### config.mk
export PLATFORM = sky130hd
export DESIGN_NAME = ata_taskfile
export DESIGN_NICKNAME = d
export VERILOG_FILES = /design/src/rtl/ata_tf_pkg.sv /design/src/rtl/ata_tf_slot.sv /design/src/rtl/ata_tf_cmd.sv /design/src/rtl/ata_tf_rdmux.sv /design/src/rtl/ata_taskfile.sv
export SDC_FILE = /design/constraint.sdc
export NUM_CORES = 1
export LEC_CHECK = 0
export ABC_AREA = 1
export ABC_CLOCK_PERIOD_IN_PS = 4200
export BUFFER_PORTS_ARGS = -buffer_cell sky130_fd_sc_hd__buf_2
export CAP_MARGIN = 20
export CORE_ASPECT_RATIO = 0.6
export CORE_MARGIN = 10
export CORE_UTILIZATION = 66
export CTS_CLUSTER_SIZE = 40
export DETAILED_ROUTE_END_ITERATION = 12
export PLACE_DENSITY = 0.86
export RECOVER_POWER = 25
export SYNTH_ARGS = -nofsm -noshare
export SYNTH_HDL_FRONTEND = slang
export SYNTH_HIERARCHICAL = 1
export SYNTH_SLANG_ARGS = --single-unit
### constraint.sdc
create_clock -name clk_i -period 4.2 [get_ports clk_i]
set_clock_uncertainty 0.1 [all_clocks]
set_input_delay 0.84 -clock clk_i [delete_from_list [all_inputs] [get_ports clk_i]]
set_output_delay 0.84 -clock clk_i [all_outputs]
set_load 0.02 [all_outputs]
### src/rtl/ata_tf_pkg.sv
package ata_tf_pkg;
  localparam int unsigned NUM_SLOTS = 2;

  typedef enum logic [1:0] {
    DEV_NONE = 2'd0,
    DEV_DISK = 2'd1,
    DEV_PKT  = 2'd2,
    DEV_RSVD = 2'd3
  } dev_e;

  typedef enum logic [2:0] {
    ACT_ID_OK,
    ACT_ID_BAD,
    ACT_MULT,
    ACT_ACK,
    ACT_ABORT
  } act_e;

  localparam logic [3:0] OFF_DATA = 4'd0;
  localparam logic [3:0] OFF_ERR  = 4'd1;
  localparam logic [3:0] OFF_CNT  = 4'd2;
  localparam logic [3:0] OFF_NUM  = 4'd3;
  localparam logic [3:0] OFF_CYLL = 4'd4;
  localparam logic [3:0] OFF_CYLH = 4'd5;
  localparam logic [3:0] OFF_DH   = 4'd6;
  localparam logic [3:0] OFF_CMD  = 4'd7;
  localparam logic [3:0] OFF_CTRL = 4'd8;
  localparam logic [3:0] OFF_ALT  = 4'd9;

  localparam logic [7:0] CMD_IDENT   = 8'hEC;
  localparam logic [7:0] CMD_PIDENT  = 8'hA1;
  localparam logic [7:0] CMD_SETMULT = 8'hC6;
  localparam logic [7:0] CMD_SETFEAT = 8'hEF;
  localparam logic [7:0] CMD_INITP   = 8'h91;
  localparam logic [7:0] CMD_RECAL   = 8'h10;

  localparam logic [7:0] ST_RST    = 8'h90;
  localparam logic [7:0] ST_ID     = 8'h58;
  localparam logic [7:0] ST_ABORT  = 8'h41;
  localparam logic [7:0] ER_RST    = 8'h01;
  localparam logic [7:0] ER_ABORT  = 8'h04;
  localparam logic [7:0] DH_FIXED  = 8'hA0;
  localparam logic [15:0] PKT_SIG  = 16'hEB14;
endpackage

### src/rtl/ata_tf_slot.sv
module ata_tf_slot
  import ata_tf_pkg::*;
(
  input  logic        clk_i,
  input  logic        rst_ni,
  input  logic        wr_i,
  input  logic [1:0]  sel_off_i,
  input  logic [7:0]  wdata_i,
  input  logic        sig_load_i,
  input  logic        is_pkt_i,
  input  logic        mult_wr_i,
  input  logic [7:0]  mult_val_i,
  output logic [7:0]  cnt_o,
  output logic [7:0]  num_o,
  output logic [15:0] cyl_o,
  output logic [7:0]  mult_o
);
  always_ff @(posedge clk_i or negedge rst_ni) begin
    if (!rst_ni) begin
      cnt_o  <= '0;
      num_o  <= '0;
      cyl_o  <= '0;
      mult_o <= 8'd1;
    end else begin
      if (sig_load_i) begin
        cnt_o <= 8'd1;
        num_o <= 8'd1;
        cyl_o <= is_pkt_i ? PKT_SIG : 16'h0000;
      end else if (wr_i) begin
        unique case (sel_off_i)
          2'd0: cnt_o        <= wdata_i;
          2'd1: num_o        <= wdata_i;
          2'd2: cyl_o[7:0]   <= wdata_i;
          2'd3: cyl_o[15:8]  <= wdata_i;
          default: ;
        endcase
      end
      if (mult_wr_i) mult_o <= mult_val_i;
    end
  end
endmodule

### src/rtl/ata_tf_cmd.sv
module ata_tf_cmd
  import ata_tf_pkg::*;
#(
  parameter int unsigned MAX_MULT = 16
) (
  input  logic [7:0] cmd_i,
  input  dev_e       dev_i,
  input  logic [7:0] cnt_i,
  output act_e       act_o,
  output logic [7:0] mult_o
);
  localparam logic [8:0] MaxW = 9'(MAX_MULT);

  always_comb begin
    act_o  = ACT_ABORT;
    mult_o = (cnt_i == 8'd0) ? 8'd1 : cnt_i;
    unique case (cmd_i)
      CMD_IDENT:   act_o = (dev_i == DEV_DISK) ? ACT_ID_OK : ACT_ID_BAD;
      CMD_PIDENT:  act_o = (dev_i == DEV_PKT) ? ACT_ID_OK : ACT_ID_BAD;
      CMD_SETMULT: act_o = ({1'b0, cnt_i} > MaxW) ? ACT_ABORT : ACT_MULT;
      CMD_SETFEAT, CMD_INITP, CMD_RECAL: act_o = ACT_ACK;
      default:     act_o = ACT_ABORT;
    endcase
  end
endmodule

### src/rtl/ata_tf_rdmux.sv
module ata_tf_rdmux
  import ata_tf_pkg::*;
(
  input  logic [3:0]  addr_i,
  input  logic        rd_en_i,
  input  logic        absent_i,
  input  logic [7:0]  stat_i,
  input  logic [7:0]  err_i,
  input  logic [7:0]  dh_i,
  input  logic [7:0]  cnt_i,
  input  logic [7:0]  num_i,
  input  logic [15:0] cyl_i,
  output logic [7:0]  rdata_o
);
  logic [7:0] d;

  always_comb begin
    unique case (addr_i)
      OFF_ERR:           d = err_i;
      OFF_CNT:           d = cnt_i;
      OFF_NUM:           d = num_i;
      OFF_CYLL:          d = cyl_i[7:0];
      OFF_CYLH:          d = cyl_i[15:8];
      OFF_DH:            d = dh_i;
      OFF_CMD, OFF_CTRL: d = stat_i;
      OFF_ALT:           d = 8'hFF;
      default:           d = 8'h00;
    endcase
    // empty slot masks every register except the alternate address
    if (absent_i && addr_i != OFF_ALT) d = (addr_i == OFF_DH) ? DH_FIXED : 8'h00;
  end

  assign rdata_o = rd_en_i ? d : 8'h00;
endmodule

### src/rtl/ata_taskfile.sv
module ata_taskfile
  import ata_tf_pkg::*;
#(
  parameter int unsigned MAX_MULT = 16
) (
  input  logic       clk_i,
  input  logic       rst_ni,
  input  logic [3:0] addr_i,
  input  logic       wr_en_i,
  input  logic       rd_en_i,
  input  logic [7:0] wdata_i,
  output logic [7:0] rdata_o,
  input  logic [1:0] slot0_type_i,
  input  logic [1:0] slot1_type_i,
  output logic       irq_o,
  output logic [7:0] cmd_o,
  output logic [7:0] mult_blk_o
);
  logic [7:0] stat_q, err_q, dh_q, cmd_q;
  logic       nien_q, srst_q, irq_q;

  dev_e        slot_type [NUM_SLOTS];
  logic        present   [NUM_SLOTS];
  logic [7:0]  s_cnt     [NUM_SLOTS];
  logic [7:0]  s_num     [NUM_SLOTS];
  logic [15:0] s_cyl     [NUM_SLOTS];
  logic [7:0]  s_mult    [NUM_SLOTS];
  logic        sig_load  [NUM_SLOTS];
  logic        mult_wr   [NUM_SLOTS];

  assign slot_type[0] = dev_e'(slot0_type_i);
  assign slot_type[1] = dev_e'(slot1_type_i);

  logic sel, sel_absent;
  assign sel        = dh_q[4];
  assign sel_absent = !present[sel];

  logic wr_ctrl, srst_rise, srst_fall, wr_cmd, wr_slot;
  assign wr_ctrl   = wr_en_i && (addr_i == OFF_CTRL);
  assign srst_rise = wr_ctrl && !srst_q && wdata_i[2];
  assign srst_fall = wr_ctrl && srst_q && !wdata_i[2];
  assign wr_cmd    = wr_en_i && (addr_i == OFF_CMD);
  assign wr_slot   = wr_en_i && (addr_i >= OFF_CNT) && (addr_i <= OFF_CYLH);

  act_e       act;
  logic [7:0] mult_val;

  ata_tf_cmd #(.MAX_MULT(MAX_MULT)) u_cmd (
    .cmd_i  (wdata_i),
    .dev_i  (slot_type[sel]),
    .cnt_i  (s_cnt[sel]),
    .act_o  (act),
    .mult_o (mult_val)
  );

  for (genvar s = 0; s < NUM_SLOTS; s++) begin : g_slot
    assign present[s]  = (slot_type[s] == DEV_DISK) || (slot_type[s] == DEV_PKT);
    assign sig_load[s] = srst_fall || (wr_cmd && act == ACT_ID_BAD && sel == 1'(s));
    assign mult_wr[s]  = wr_cmd && act == ACT_MULT && sel == 1'(s);

    ata_tf_slot u_slot (
      .clk_i      (clk_i),
      .rst_ni     (rst_ni),
      .wr_i       (wr_slot),
      .sel_off_i  (addr_i[1:0] - 2'd2),
      .wdata_i    (wdata_i),
      .sig_load_i (sig_load[s]),
      .is_pkt_i   (slot_type[s] == DEV_PKT),
      .mult_wr_i  (mult_wr[s]),
      .mult_val_i (mult_val),
      .cnt_o      (s_cnt[s]),
      .num_o      (s_num[s]),
      .cyl_o      (s_cyl[s]),
      .mult_o     (s_mult[s])
    );
  end

  always_ff @(posedge clk_i or negedge rst_ni) begin
    if (!rst_ni) begin
      stat_q <= 8'h00;
      err_q  <= ER_RST;
      dh_q   <= 8'h00;
      cmd_q  <= 8'h00;
      nien_q <= 1'b0;
      srst_q <= 1'b0;
      irq_q  <= 1'b0;
    end else begin
      irq_q <= 1'b0;
      if (wr_en_i) begin
        unique case (addr_i)
          OFF_DH: begin
            dh_q <= wdata_i | DH_FIXED;
            if (!present[wdata_i[4]]) begin
              err_q  <= err_q | ER_ABORT;
              stat_q <= stat_q | 8'h01;
            end
          end
          OFF_CMD: begin
            cmd_q <= wdata_i;
            irq_q <= !nien_q;
            unique case (act)
              ACT_ID_OK: begin
                err_q  <= 8'h00;
                stat_q <= ST_ID;
              end
              ACT_MULT: stat_q <= (stat_q | 8'h40) & ~8'h01;
              ACT_ACK:  stat_q <= (stat_q & ~8'hA1) | 8'h50;
              default: begin
                stat_q <= ST_ABORT;
                err_q  <= ER_ABORT;
              end
            endcase
          end
          OFF_CTRL: begin
            srst_q <= wdata_i[2];
            if (srst_rise) begin
              stat_q <= ST_RST;
              err_q  <= ER_RST;
              cmd_q  <= 8'h00;
              nien_q <= 1'b0;
            end else begin
              nien_q <= wdata_i[1];
              if (srst_fall) begin
                stat_q <= (stat_q & ~8'h80) | 8'h40;
                dh_q   <= dh_q & 8'hF0;
              end
            end
          end
          default: ;
        endcase
      end
    end
  end

  ata_tf_rdmux u_rd (
    .addr_i   (addr_i),
    .rd_en_i  (rd_en_i),
    .absent_i (sel_absent),
    .stat_i   (stat_q),
    .err_i    (err_q),
    .dh_i     (dh_q),
    .cnt_i    (s_cnt[sel]),
    .num_i    (s_num[sel]),
    .cyl_i    (s_cyl[sel]),
    .rdata_o  (rdata_o)
  );

  assign irq_o      = irq_q;
  assign cmd_o      = cmd_q;
  assign mult_blk_o = s_mult[sel];
endmodule

==> key figures <==
Placement
  • Port bufs: between 40 and 50
  • Placed cells: roughly 1.1k
  • Routability cong.: ~1.0
  • Half-perimeter wire length after placement: ~14000 um

Worst hold path
  • Worst hold path class: flop to flop
  • Worst Hold Launch: nien_q

STA
  • Max Clk Rate: ~260 MHz
  • Tcrit/Tclk final: between 90% and 100%
  • RSZ-0062 raised after global routing: no
  • Slew HR: -102%
  • Endpoints failing hold: 0
  • Least-Margin Pin Slew: a little over 3 ns
  • Final setup violation count: 0
  • Slew Viols, Final: 57
  • Period minus WS final: roughly 4 ns
  • Fin Setup TNS: 0 ns

Setup path
  • R2r startpoint: dh_q[4]
  • CP cell instances: clkinv_1 > nand2_1 > nand2_1 > nor3_1 > nand2_1 > nand3_1 > nand2_1 > nor2_1 > nand4_1 > o21ai_0 > inv_2 > nand2_1 > inv_1 > nand3_1 > nand2_1
  • Critical path class: flop to flop
  • Startpoint types: flop
  • Critical Path Source: dh_q[4]
  • Crit-path slowest cell: o21ai_0
  • CP peak stage delay: 0.68 ns
  • CP Data Required Time: ~4.3 ns
  • Most frequent CP cell: nand2_1
  • Critical path endpoint category: flop
  • Crit-path max FO: 39
  • CP delay by family, top: simple AND/OR/NAND/NOR gates
  • Worst path bufs/invs: 3
  • CP Data Arrival Time: about 4 ns

Die
  • Core Box Area: between 9000 and 10000 um^2
  • Total die area: between 10000 and 15000 um^2
  • Die X: approximately 150 um
  • Initial core utilization: about two thirds
  • Die Span Y: ~96 um
  • Row count: 27
  • Ports: 45

Route
  • Routed WL: ~19000 um
  • Initial DRC Count: 766
  • Initial DRT Pass Iterations: 5
  • Via density: around 5.8
  • DRC Markers: 0
  • DRT antenna net count: 0
  • Drt wl/cell: 17.5 um
  • Via count: about 6.3k

Clock tree
  • Clk root buf: clkbuf_16
  • CTS Buf Count: 9
  • Clk_lat worst skew: 0.35 ns
  • Clock tree from TritonCTS: done
  • H-tree depth: 3
  • Clk sinks: between 100 and 150
  • Post-CTS sizing: 0
  • # hold bufs at CTS: 0
  • Post-CTS setup buffers: 0
  • Max Root-Sink Buffers: 2
  • Clock transition at path regs: ~0.07 ns

Power
  • Peak supply drop: 0.305 mV
  • Power Dens Cells: around 430 nW/um^2
  • Leak: about 3.9 nW

Synth
  • Sequential area share after synthesis: roughly two fifths
  • Mapped Cells: ~900
  • Synthesized cell area: roughly 6300 um^2
  • Syn. warnings: 6
  • Synth Register Bits: ~110
  • Yosys cell types: 38
  • Syn Area/Cell: roughly 6.9 um^2

Layout
  • Area Overhead vs Synth: 8.99%
  • Most frequent cells in the layout: nand2_1 (394), nand3_1 (136), dfrtp_1 (102), inv_1 (61), nor2_1 (47)
  • NumNets Final: 975
  • Finished Layout Cells: approximately 1.1k
  • Share of cells above drive strength 1: 15.2%
  • Diode count: 0
  • Most common cell after layout, fill and taps aside: nand2_1

Flow run
  • Maxcap violations: 1

Global route
  • Gr usage total: 27.2%
  • Largest net degree at the start of global routing: 57
  • Global-route wire length before repair: roughly 30000 um
  • Initial antenna violation count: 0
  • GRT overflow: 0
  • Vias in the first global route: approximately 5.7k

Outcome
  • Status: complete, but fails checks
  • Failing checks: max-capacitance violations, max-slew violations
per-stage QoR:
stage / util (%) / total power [mW] / cell area, um^2 / hold slack, ns / worst slack [ns]
2_1_floorplan: - / 1.83 / 6330 / 0.303 / 1.38
3_3_place_gp: 71.1 / 2.07 / 6590 / 0.324 / 0.583
3_5_place_dp: 71.1 / 2.10 / 6590 / 0.345 / 0.451
4_1_cts: 74.3 / 2.95 / 6880 / 0.357 / 0.471
5_1_grt: 74.2 / 3.12 / 6870 / 0.382 / 0.0195
6_report: 74.2 / 2.97 / 6870 / 0.354 / 0.310
cells in the mapped netlist, drive strengths merged:
master  count  area share (%)
dfstp       3             1.3
nor2       72             6.0
clkinv      3            0.22
nand2     407              25
o211ai      1            0.12
nand4      12             1.4
nand3     145              12
a21oi       5            0.40
o21ai      41             3.6
dfrtp     102              40
conb        1           0.059
ha          2            0.40
o21a        2            0.36
a31oi       1           0.099
inv        78             4.6
nand3b      1            0.12
clkbuf     17             1.2
buf        19             2.2
and3        1            0.12
nor3        2            0.16
o21bai      1            0.12
registers in the layout, indices dropped and copies added, names as in the netlist:
register	cells
g_slot.u_slot/cyl_o	32
g_slot.u_slot/cnt_o	16
g_slot.u_slot/mult_o	16
g_slot.u_slot/num_o	16
cmd_o	8
dh_q	7
stat_q	5
err_q	2
irq_o	1
nien_q	1
srst_q	1
metal layers:
| metal | GRT usage, % | routed length, um | share of wire [%] |
|---|---|---|---|
| met1 | 37.7 | 7970 | 42 |
| met2 | 37.6 | 7740 | 41 |
| met3 | 12.7 | 3030 | 16 |
| met4 | 6.38 | 229 | 1.2 |
| met5 | 0 | 0 | 0 |
where the power goes:
| group | switching (mW) | internal (mW) | leakage [nW] |
|---|---|---|---|
| Sequential | 0.128 | 1.20 | 1.27 |
| Combinational | 0.553 | 0.242 | 2.46 |
| Clock | 0.374 | 0.474 | 0.145 |
worst paths after layout:
check | endpoint | slack, ns | cells after the start
max | g_slot[0].u_slot/num_o[2] | 0.31 | 15
min | irq_o | 0.35 | 1
max reg2reg | g_slot[0].u_slot/num_o[2] | 0.31 | 15
min reg2reg | irq_o | 0.35 | 1
max in group asynchronous | g_slot[0].u_slot/mult_o[1] | 0.73 | 2
min in group asynchronous | g_slot[1].u_slot/cnt_o[7] | 1.37 | 1
kinds of logic after synthesis:
kind of cell	share of synthesized area [%]
AO/OA/AOI/OAI	4.64
adder cells (fa/ha/maj)	0.397
buffers and inverters	8.22
flip-flops	41.7
other	0.0595
AND/OR/NAND/NOR	44.9
final cells by class:
class	instances	area [um^2]
multi-input cells	702	3190
flip-flops and latches	105	2630
fillers	766	2390
inverters	81	307
repair buffers	54	292
clock buffers	10	239
well taps	130	163
clock inverters	4	52.6
No activity file was read; power rests on OpenSTA's default activity.
